--- src/rtl/cpp_pkg.sv ---
package cpp_pkg;
  typedef enum logic [2:0] {
    ST_IDLE,
    ST_HDR,
    ST_CHECK,
    ST_ENT,
    ST_EMIT
  } cpp_state_t;

  typedef struct packed {
    logic dir_out;
    logic data_pkt;
    logic irq_en;
    logic pkt_valid;
    logic dma_mode;
    logic lba48;
  } cpp_flags_t;

  localparam logic [7:0] HOST_TAG   = 8'h01;
  localparam logic [7:0] DEV_TAG    = 8'h02;
  localparam int         HDR_BYTES  = 29;   // bytes 0..28 carry every decoded field
  localparam int         ENT_BYTES  = 12;   // address + length; trailing pad unread
  localparam int         ENT_STRIDE = 16;
  localparam int         SEQ_CNT_W  = 5;

  // byte offsets inside the header image
  localparam int OFS_HTAG  = 0;
  localparam int OFS_HFLG  = 1;
  localparam int OFS_TOTAL = 4;
  localparam int OFS_COUNT = 8;
  localparam int OFS_TBL   = 16;
  localparam int OFS_DTAG  = 24;
  localparam int OFS_DFLG  = 28;
endpackage

--- src/rtl/cpp_read_seq.sv ---
// Issues a run of consecutive byte reads and tags each returned byte with its index.
module cpp_read_seq #(
  parameter int ADDR_W = 32,
  parameter int CNT_W  = 5
) (
  input  logic              clk,
  input  logic              rst,
  input  logic              go,
  input  logic [ADDR_W-1:0] go_base,
  input  logic [CNT_W-1:0]  go_len,
  output logic              rd_en,
  output logic [ADDR_W-1:0] rd_addr,
  output logic              rv,
  output logic [CNT_W-1:0]  ridx,
  output logic              rlast
);
  logic              active_q;
  logic [CNT_W-1:0]  cnt_q, len_q;
  logic [ADDR_W-1:0] base_q;

  always_ff @(posedge clk) begin
    if (rst) begin
      active_q <= 1'b0;
      cnt_q    <= '0;
      len_q    <= '0;
      base_q   <= '0;
      rv       <= 1'b0;
      ridx     <= '0;
    end else begin
      rv   <= active_q;
      ridx <= cnt_q;
      if (go) begin
        active_q <= 1'b1;
        cnt_q    <= '0;
        len_q    <= go_len;
        base_q   <= go_base;
      end else if (active_q) begin
        cnt_q <= cnt_q + 1'b1;
        if (cnt_q == len_q - 1'b1) active_q <= 1'b0;
      end
    end
  end

  assign rd_en   = active_q;
  assign rd_addr = base_q + ADDR_W'(cnt_q);
  assign rlast   = rv && (ridx == len_q - 1'b1);
endmodule

--- src/rtl/cpp_byte_gather.sv ---
// Small byte store written by index; read out as one little-endian flat vector.
module cpp_byte_gather #(
  parameter int NBYTES = 12,
  parameter int IDX_W  = 5
) (
  input  logic                clk,
  input  logic                we,
  input  logic [IDX_W-1:0]    idx,
  input  logic [7:0]          din,
  output logic [8*NBYTES-1:0] flat
);
  logic [7:0] store_q [NBYTES];

  always_ff @(posedge clk) begin
    if (we && (idx < IDX_W'(NBYTES))) store_q[idx] <= din;
  end

  for (genvar g = 0; g < NBYTES; g++) begin : g_flat
    assign flat[8*g +: 8] = store_q[g];
  end
endmodule

--- src/rtl/cpp_parser.sv ---
module cpp_parser
  import cpp_pkg::*;
#(
  parameter int ADDR_W = 32
) (
  input  logic              clk,
  input  logic              rst,
  input  logic              start,
  input  logic [ADDR_W-1:0] pkt_base,
  output logic              mem_rd_en,
  output logic [ADDR_W-1:0] mem_addr,
  input  logic [7:0]        mem_rd_data,
  output logic              busy,
  output logic              done,
  output logic              fmt_err,
  output logic              dir_out,
  output logic              data_pkt,
  output logic              irq_en,
  output logic              pkt_valid,
  output logic              dma_mode,
  output logic              lba48,
  output logic [31:0]       total_bytes,
  output logic [31:0]       entry_count,
  output logic              sg_valid,
  input  logic              sg_ready,
  output logic [63:0]       sg_addr,
  output logic [31:0]       sg_len,
  output logic              sg_last
);
  localparam int HDR_W = 8 * HDR_BYTES;
  localparam int ENT_W = 8 * ENT_BYTES;

  cpp_state_t state_q, state_d;
  cpp_flags_t flags_q, flags_dec;

  logic [31:0]       total_q, count_q, eidx_q;
  logic [ADDR_W-1:0] eaddr_q;
  logic              sg_valid_q, done_q, err_q;

  logic                 go;
  logic [ADDR_W-1:0]    go_base;
  logic [SEQ_CNT_W-1:0] go_len;
  logic                 rv, rlast;
  logic [SEQ_CNT_W-1:0] ridx;
  logic [HDR_W-1:0]     hdr_vec;
  logic [ENT_W-1:0]     ent_vec;

  cpp_read_seq #(.ADDR_W(ADDR_W), .CNT_W(SEQ_CNT_W)) u_seq (
    .clk(clk), .rst(rst), .go(go), .go_base(go_base), .go_len(go_len),
    .rd_en(mem_rd_en), .rd_addr(mem_addr), .rv(rv), .ridx(ridx), .rlast(rlast)
  );

  cpp_byte_gather #(.NBYTES(HDR_BYTES), .IDX_W(SEQ_CNT_W)) u_hdr (
    .clk(clk), .we(rv && state_q == ST_HDR), .idx(ridx), .din(mem_rd_data), .flat(hdr_vec)
  );

  cpp_byte_gather #(.NBYTES(ENT_BYTES), .IDX_W(SEQ_CNT_W)) u_ent (
    .clk(clk), .we(rv && state_q == ST_ENT), .idx(ridx), .din(mem_rd_data), .flat(ent_vec)
  );

  // header field decode
  logic [7:0]        h_tag, h_flg, d_tag, d_flg;
  logic [31:0]       h_total, h_count;
  logic [ADDR_W-1:0] h_tbl;
  logic              hdr_bad, last_ent;

  assign h_tag   = hdr_vec[8*OFS_HTAG +: 8];
  assign h_flg   = hdr_vec[8*OFS_HFLG +: 8];
  assign h_total = hdr_vec[8*OFS_TOTAL +: 32];
  assign h_count = hdr_vec[8*OFS_COUNT +: 32];
  assign h_tbl   = hdr_vec[8*OFS_TBL +: ADDR_W];
  assign d_tag   = hdr_vec[8*OFS_DTAG +: 8];
  assign d_flg   = hdr_vec[8*OFS_DFLG +: 8];

  assign flags_dec.dir_out   = h_flg[0];
  assign flags_dec.data_pkt  = h_flg[3];
  assign flags_dec.irq_en    = h_flg[4];
  assign flags_dec.pkt_valid = h_flg[5];
  assign flags_dec.dma_mode  = d_flg[2];
  assign flags_dec.lba48     = d_flg[3];

  assign hdr_bad  = (h_tag != HOST_TAG) || (d_tag != DEV_TAG) || !flags_dec.pkt_valid ||
                    (flags_dec.data_pkt && h_count == 32'd0);
  assign last_ent = (eidx_q == count_q - 32'd1);

  always_comb begin
    state_d = state_q;
    go      = 1'b0;
    go_base = eaddr_q + ADDR_W'(ENT_STRIDE);
    go_len  = SEQ_CNT_W'(ENT_BYTES);
    unique case (state_q)
      ST_IDLE: if (start) begin
        go      = 1'b1;
        go_base = pkt_base;
        go_len  = SEQ_CNT_W'(HDR_BYTES);
        state_d = ST_HDR;
      end
      ST_HDR:  if (rlast) state_d = ST_CHECK;
      ST_CHECK: begin
        if (hdr_bad || h_count == 32'd0) begin
          state_d = ST_IDLE;
        end else begin
          go      = 1'b1;
          go_base = h_tbl;
          state_d = ST_ENT;
        end
      end
      ST_ENT:  if (rlast) state_d = ST_EMIT;
      ST_EMIT: if (sg_ready) begin
        if (last_ent) state_d = ST_IDLE;
        else begin
          go      = 1'b1;
          state_d = ST_ENT;
        end
      end
      default: state_d = ST_IDLE;
    endcase
  end

  always_ff @(posedge clk) begin
    if (rst) begin
      state_q    <= ST_IDLE;
      flags_q    <= '0;
      total_q    <= '0;
      count_q    <= '0;
      eidx_q     <= '0;
      eaddr_q    <= '0;
      sg_valid_q <= 1'b0;
      done_q     <= 1'b0;
      err_q      <= 1'b0;
    end else begin
      state_q <= state_d;
      done_q  <= 1'b0;
      err_q   <= 1'b0;
      case (state_q)
        ST_CHECK: begin
          flags_q <= flags_dec;
          total_q <= h_total;
          count_q <= h_count;
          eidx_q  <= '0;
          eaddr_q <= h_tbl;
          err_q   <= hdr_bad;
          done_q  <= !hdr_bad && (h_count == 32'd0);
        end
        ST_ENT: if (rlast) sg_valid_q <= 1'b1;
        ST_EMIT: if (sg_ready) begin
          sg_valid_q <= 1'b0;
          if (last_ent) done_q <= 1'b1;
          else begin
            eidx_q  <= eidx_q + 32'd1;
            eaddr_q <= eaddr_q + ADDR_W'(ENT_STRIDE);
          end
        end
        default: ;
      endcase
    end
  end

  assign busy        = (state_q != ST_IDLE);
  assign done        = done_q;
  assign fmt_err     = err_q;
  assign dir_out     = flags_q.dir_out;
  assign data_pkt    = flags_q.data_pkt;
  assign irq_en      = flags_q.irq_en;
  assign pkt_valid   = flags_q.pkt_valid;
  assign dma_mode    = flags_q.dma_mode;
  assign lba48       = flags_q.lba48;
  assign total_bytes = total_q;
  assign entry_count = count_q;
  assign sg_valid    = sg_valid_q;
  assign sg_addr     = ent_vec[63:0];
  assign sg_len      = ent_vec[95:64];
  assign sg_last     = sg_valid_q && last_ent;
endmodule

--- config.mk ---
export PLATFORM = sky130hd
export DESIGN_NAME = cpp_parser
export DESIGN_NICKNAME = d
export VERILOG_FILES = /design/src/rtl/cpp_pkg.sv /design/src/rtl/cpp_read_seq.sv /design/src/rtl/cpp_byte_gather.sv /design/src/rtl/cpp_parser.sv
export SDC_FILE = /design/constraint.sdc
export NUM_CORES = 1
export LEC_CHECK = 0
export BUFFER_PORTS_ARGS = -buffer_cell sky130_fd_sc_hd__buf_2
export CAP_MARGIN = 20
export CORE_MARGIN = 2
export CORE_UTILIZATION = 45
export DETAILED_ROUTE_END_ITERATION = 6
export MAX_ROUTING_LAYER = met4
export PLACE_DENSITY = 0.67
export SLEW_MARGIN = 40
export SYNTH_ARGS = -nofsm -noshare
export SYNTH_HDL_FRONTEND = slang
export SYNTH_SLANG_ARGS = --single-unit
--- constraint.sdc ---
create_clock -name clk -period 4.05 [get_ports clk]
set_input_delay 0.405 -clock clk [delete_from_list [all_inputs] [get_ports clk]]
set_output_delay 0.405 -clock clk [all_outputs]
set_load 0.005 [all_outputs]
==> impl_metrics.env <==
export IMPL_worst_slew_pin_slew_ps=875
export IMPL_p_leak_nw=7.73
export IMPL_start_util_pct=45.5
export IMPL_grt_use_total_pct=25.6
export IMPL_drtAntennaViolNets=0
export IMPL_switching_share_pct=22.6
export IMPL_fin_nets=1946
export IMPL_p_seq_share_pct=48.0
export IMPL_regToRegEndpoint="eaddr_q[13]$_SDFFE_PP0P_"
export IMPL_cts_root_buf="clkbuf_16"
export IMPL_ys_warn_count=0
export IMPL_synthCells=1686
export IMPL_grt_start_max_net_pins=104
export IMPL_ir_drop_mv=0.575
export IMPL_antenna_found_initial=0
export IMPL_crit_fanout=6
export IMPL_required_ps=3640
export IMPL_power_switching_mw=2.07
export IMPL_powerDensity_mw_per_mm2=440
export IMPL_die_h_um=202
export IMPL_avgRoutedWirePerCell_um=21.1
export IMPL_finalSetupTns_ps=0
export IMPL_worstReg2RegStart="entry_count[4]$_SDFFE_PP0P_"
export IMPL_utilization_pct=53.9
export IMPL_cts_buffer_depth=3
export IMPL_gp_congestion=0.900
export IMPL_die_width_um=202
export IMPL_syn_to_final_growth_pct=18.4
export IMPL_cp_start_kind="flip-flop"
export IMPL_drt_first_pass_iters=7
export IMPL_rows=72
export IMPL_multi_input_area_mm2=0.00693
export IMPL_fill_cells=3373
export IMPL_layout_common_cells="nand2_1 (250), buf_2 (246), edfxtp_1 (214), dfxtp_1 (185), a21oi_1 (145)"
export IMPL_ioPinCount=248
export IMPL_ys_async_sr_fraction_pct=0
export IMPL_syn_avg_cell_area_um2=10.4
export IMPL_power_frac_comb_pct=6.8
export IMPL_ys_ff_latch=400
export IMPL_clock_sink_count=400
export IMPL_n_antenna_cell=0
export IMPL_cts_made_buffers=43
export IMPL_clock_latency_ps=570
export IMPL_cap_viol_max_count=0
export IMPL_dp_cells=2361
export IMPL_synth_seq_area_share_pct=57.7
export IMPL_fin_crit_sh_pct=96.8
export IMPL_finalPower_mw=9.16
export IMPL_cts_clk_slew_worst_paths_ps=60
export IMPL_crit_type="flip-flop to output port"
export IMPL_first_global_vias=13500
export IMPL_synth_edff_count=214
export IMPL_viasPerCell=5.73
export IMPL_ys_flop_type="edfxtp_1"
export IMPL_route_vias_total=14000
export IMPL_grt_overflow_total=0
export IMPL_grt_pass1_wl_um=78600
export IMPL_timing_reg2reg_setup_slack_ps=270
export IMPL_cp_startpoint="entry_count[0]$_SDFFE_PP0P_"
export IMPL_syn_num_nets=1742
export IMPL_drc_errors=0
export IMPL_synthesis_area_mm2=0.0176
export IMPL_reg2reg_depth=12
export IMPL_hpwl_um=33300
export IMPL_intPower_mw=7.10
export IMPL_register_area_mm2=0.0102
export IMPL_hold_start="pkt_base[25]"
export IMPL_max_clock_freq_mhz=255
export IMPL_htreeDepth=2
export IMPL_die_area_mm2=0.0407
export IMPL_skew_ps=13.9
export IMPL_hold_viol_final=0
export IMPL_rsz0062_at_grt="false"
export IMPL_setup_slack_ps=128
export IMPL_synth_cell_types=76
export IMPL_port_buffers=247
export IMPL_slew_viol_final=0
export IMPL_setup_viol=0
export IMPL_drtIter0Drc=1229
export IMPL_cts_tree="yes"
export IMPL_coreArea_mm2=0.0386
export IMPL_final_common_cell="nand2_1"
export IMPL_cts_hold_buf=0
export IMPL_holdPathStages=3
export IMPL_slew_headroom_pct=41.7
export IMPL_dp_slack_ps=329
export IMPL_fin_crit_ps=3920
export IMPL_fin_cells=2443
export IMPL_outcome="completed"
export IMPL_wl_um=51500
export IMPL_drive_above_1_share_pct=20.1
export IMPL_min_to="u_seq.base_q[25]$_SDFFE_PP0P_"
export IMPL_cp_data_arrival_time_ps=3520
export IMPL_critPathCaptureType="output port"
export IMPL_hold_path_class="input pin to flip-flop"
export IMPL_p_clk_share_pct=45.2
## per-layer routing
| layer | track usage (%) | up-vias | part of all wire (%) |
|---|---|---|---|
| met4 | 8.38 | 0 | 3.0 |
| met1 | 33.7 | 6777 | 43 |
| met5 | - | - | 0 |
| met3 | 7.13 | 96 | 8.6 |
| li1 | - | 6578 | - |
| met2 | 38.4 | 544 | 45 |
## synth_stat cells, types with 17 or more instances
| library cell | count | area [µm²] |
|---|---|---|
| and3_1 | 42 | 263 |
| dfxtp_1 | 186 | 3720 |
| edfxtp_1 | 214 | 6430 |
| xnor2_1 | 65 | 569 |
| mux2i_1 | 25 | 250 |
| a211oi_1 | 22 | 165 |
| nor3_1 | 59 | 295 |
| nand2_1 | 251 | 942 |
| nand3_1 | 54 | 270 |
| inv_1 | 18 | 67.6 |
| xor2_1 | 42 | 368 |
| o21ai_0 | 17 | 85.1 |
| a22oi_1 | 24 | 180 |
| a221oi_1 | 18 | 158 |
| nor4_1 | 24 | 150 |
| nand4_1 | 36 | 225 |
| a21oi_1 | 146 | 731 |
| clkbuf_1 | 95 | 357 |
| nor2_1 | 111 | 417 |
| or3_1 | 28 | 175 |
## power by group through the flow
| stage | clock network, mW | logic (mW) | registers, mW |
|---|---|---|---|
| 6_report | 4.14 | 0.625 | 4.40 |
| 3_5_place_dp | 0 | 0.613 | 4.48 |
| 5_1_grt | 4.36 | 0.686 | 4.40 |
| 2_1_floorplan | 0 | 0.388 | 4.46 |
| 4_1_cts | 4.22 | 0.616 | 4.39 |
| 3_3_place_gp | 0 | 0.608 | 4.48 |
## critical path, cell delays in order, from the launching register on
cell and delay, ps:
dfxtp_1 360, inv_1 80, ha_1 250, or3b_2 530, o31ai_1 280, a21oi_1 100, o31ai_1 380, or3b_4 490
nor2_4 210, and2_1 150, buf_2 110
## layout make-up
| class | instances | area share (%) |
|---|---|---|
| repair buffers | 279 | 7.29 |
| well taps | 518 | 3.11 |
| multi-input cells | 1147 | 33.3 |
| clock buffers | 67 | 6.09 |
| clock inverters | 13 | 1.11 |
| flip-flops and latches | 400 | 48.8 |
| inverters | 19 | 0.343 |
## stage by stage
step,hold WS [ps],instance area (µm²)
detailed placement,445,19300
floorplan,437,17600
global route,180,20800
global placement,441,19200
finish,136,20800
CTS,109,20800
## flip-flops by register name, indices dropped and copies added (netlist names), 5 cells and up
register / count
entry_count: 32
u_hdr.store_q: 118
u_seq.base_q: 32
total_bytes: 32
eidx_q: 32
u_seq.ridx: 5
u_seq.cnt_q: 5
eaddr_q: 32
u_ent.store_q: 96
## what timing repair did
action | CTS | global route
gates resized for setup | 3 | 8
buffers inserted | 0 | 2
pin swaps | 0 | 3
setup endpoints to repair | 6 | 12
## worst max-delay path by stage
stage / slack, ps / cells past startpoint / end
floorplan: 810 / 14 / eaddr_q[10]$_SDFFE_PP0P_
global placement: 430 / 11 / eaddr_q[12]$_SDFFE_PP0P_
detailed placement: 330 / 11 / eaddr_q[22]$_SDFFE_PP0P_
CTS: 30 / 9 / sg_last
global route: 20 / 13 / mem_addr[28]
finish: 130 / 10 / sg_last
## cells by family after synthesis
| family | share of synthesized area, % |
|---|---|
| xor+xnor | 5.33 |
| mux | 1.49 |
| compound gates | 12.5 |
| flops | 57.7 |
| buf+inv | 3.32 |
| simple gates | 18.8 |
| fa+ha+maj | 0.897 |
Note: power is estimated with default switching activity, not from simulation.
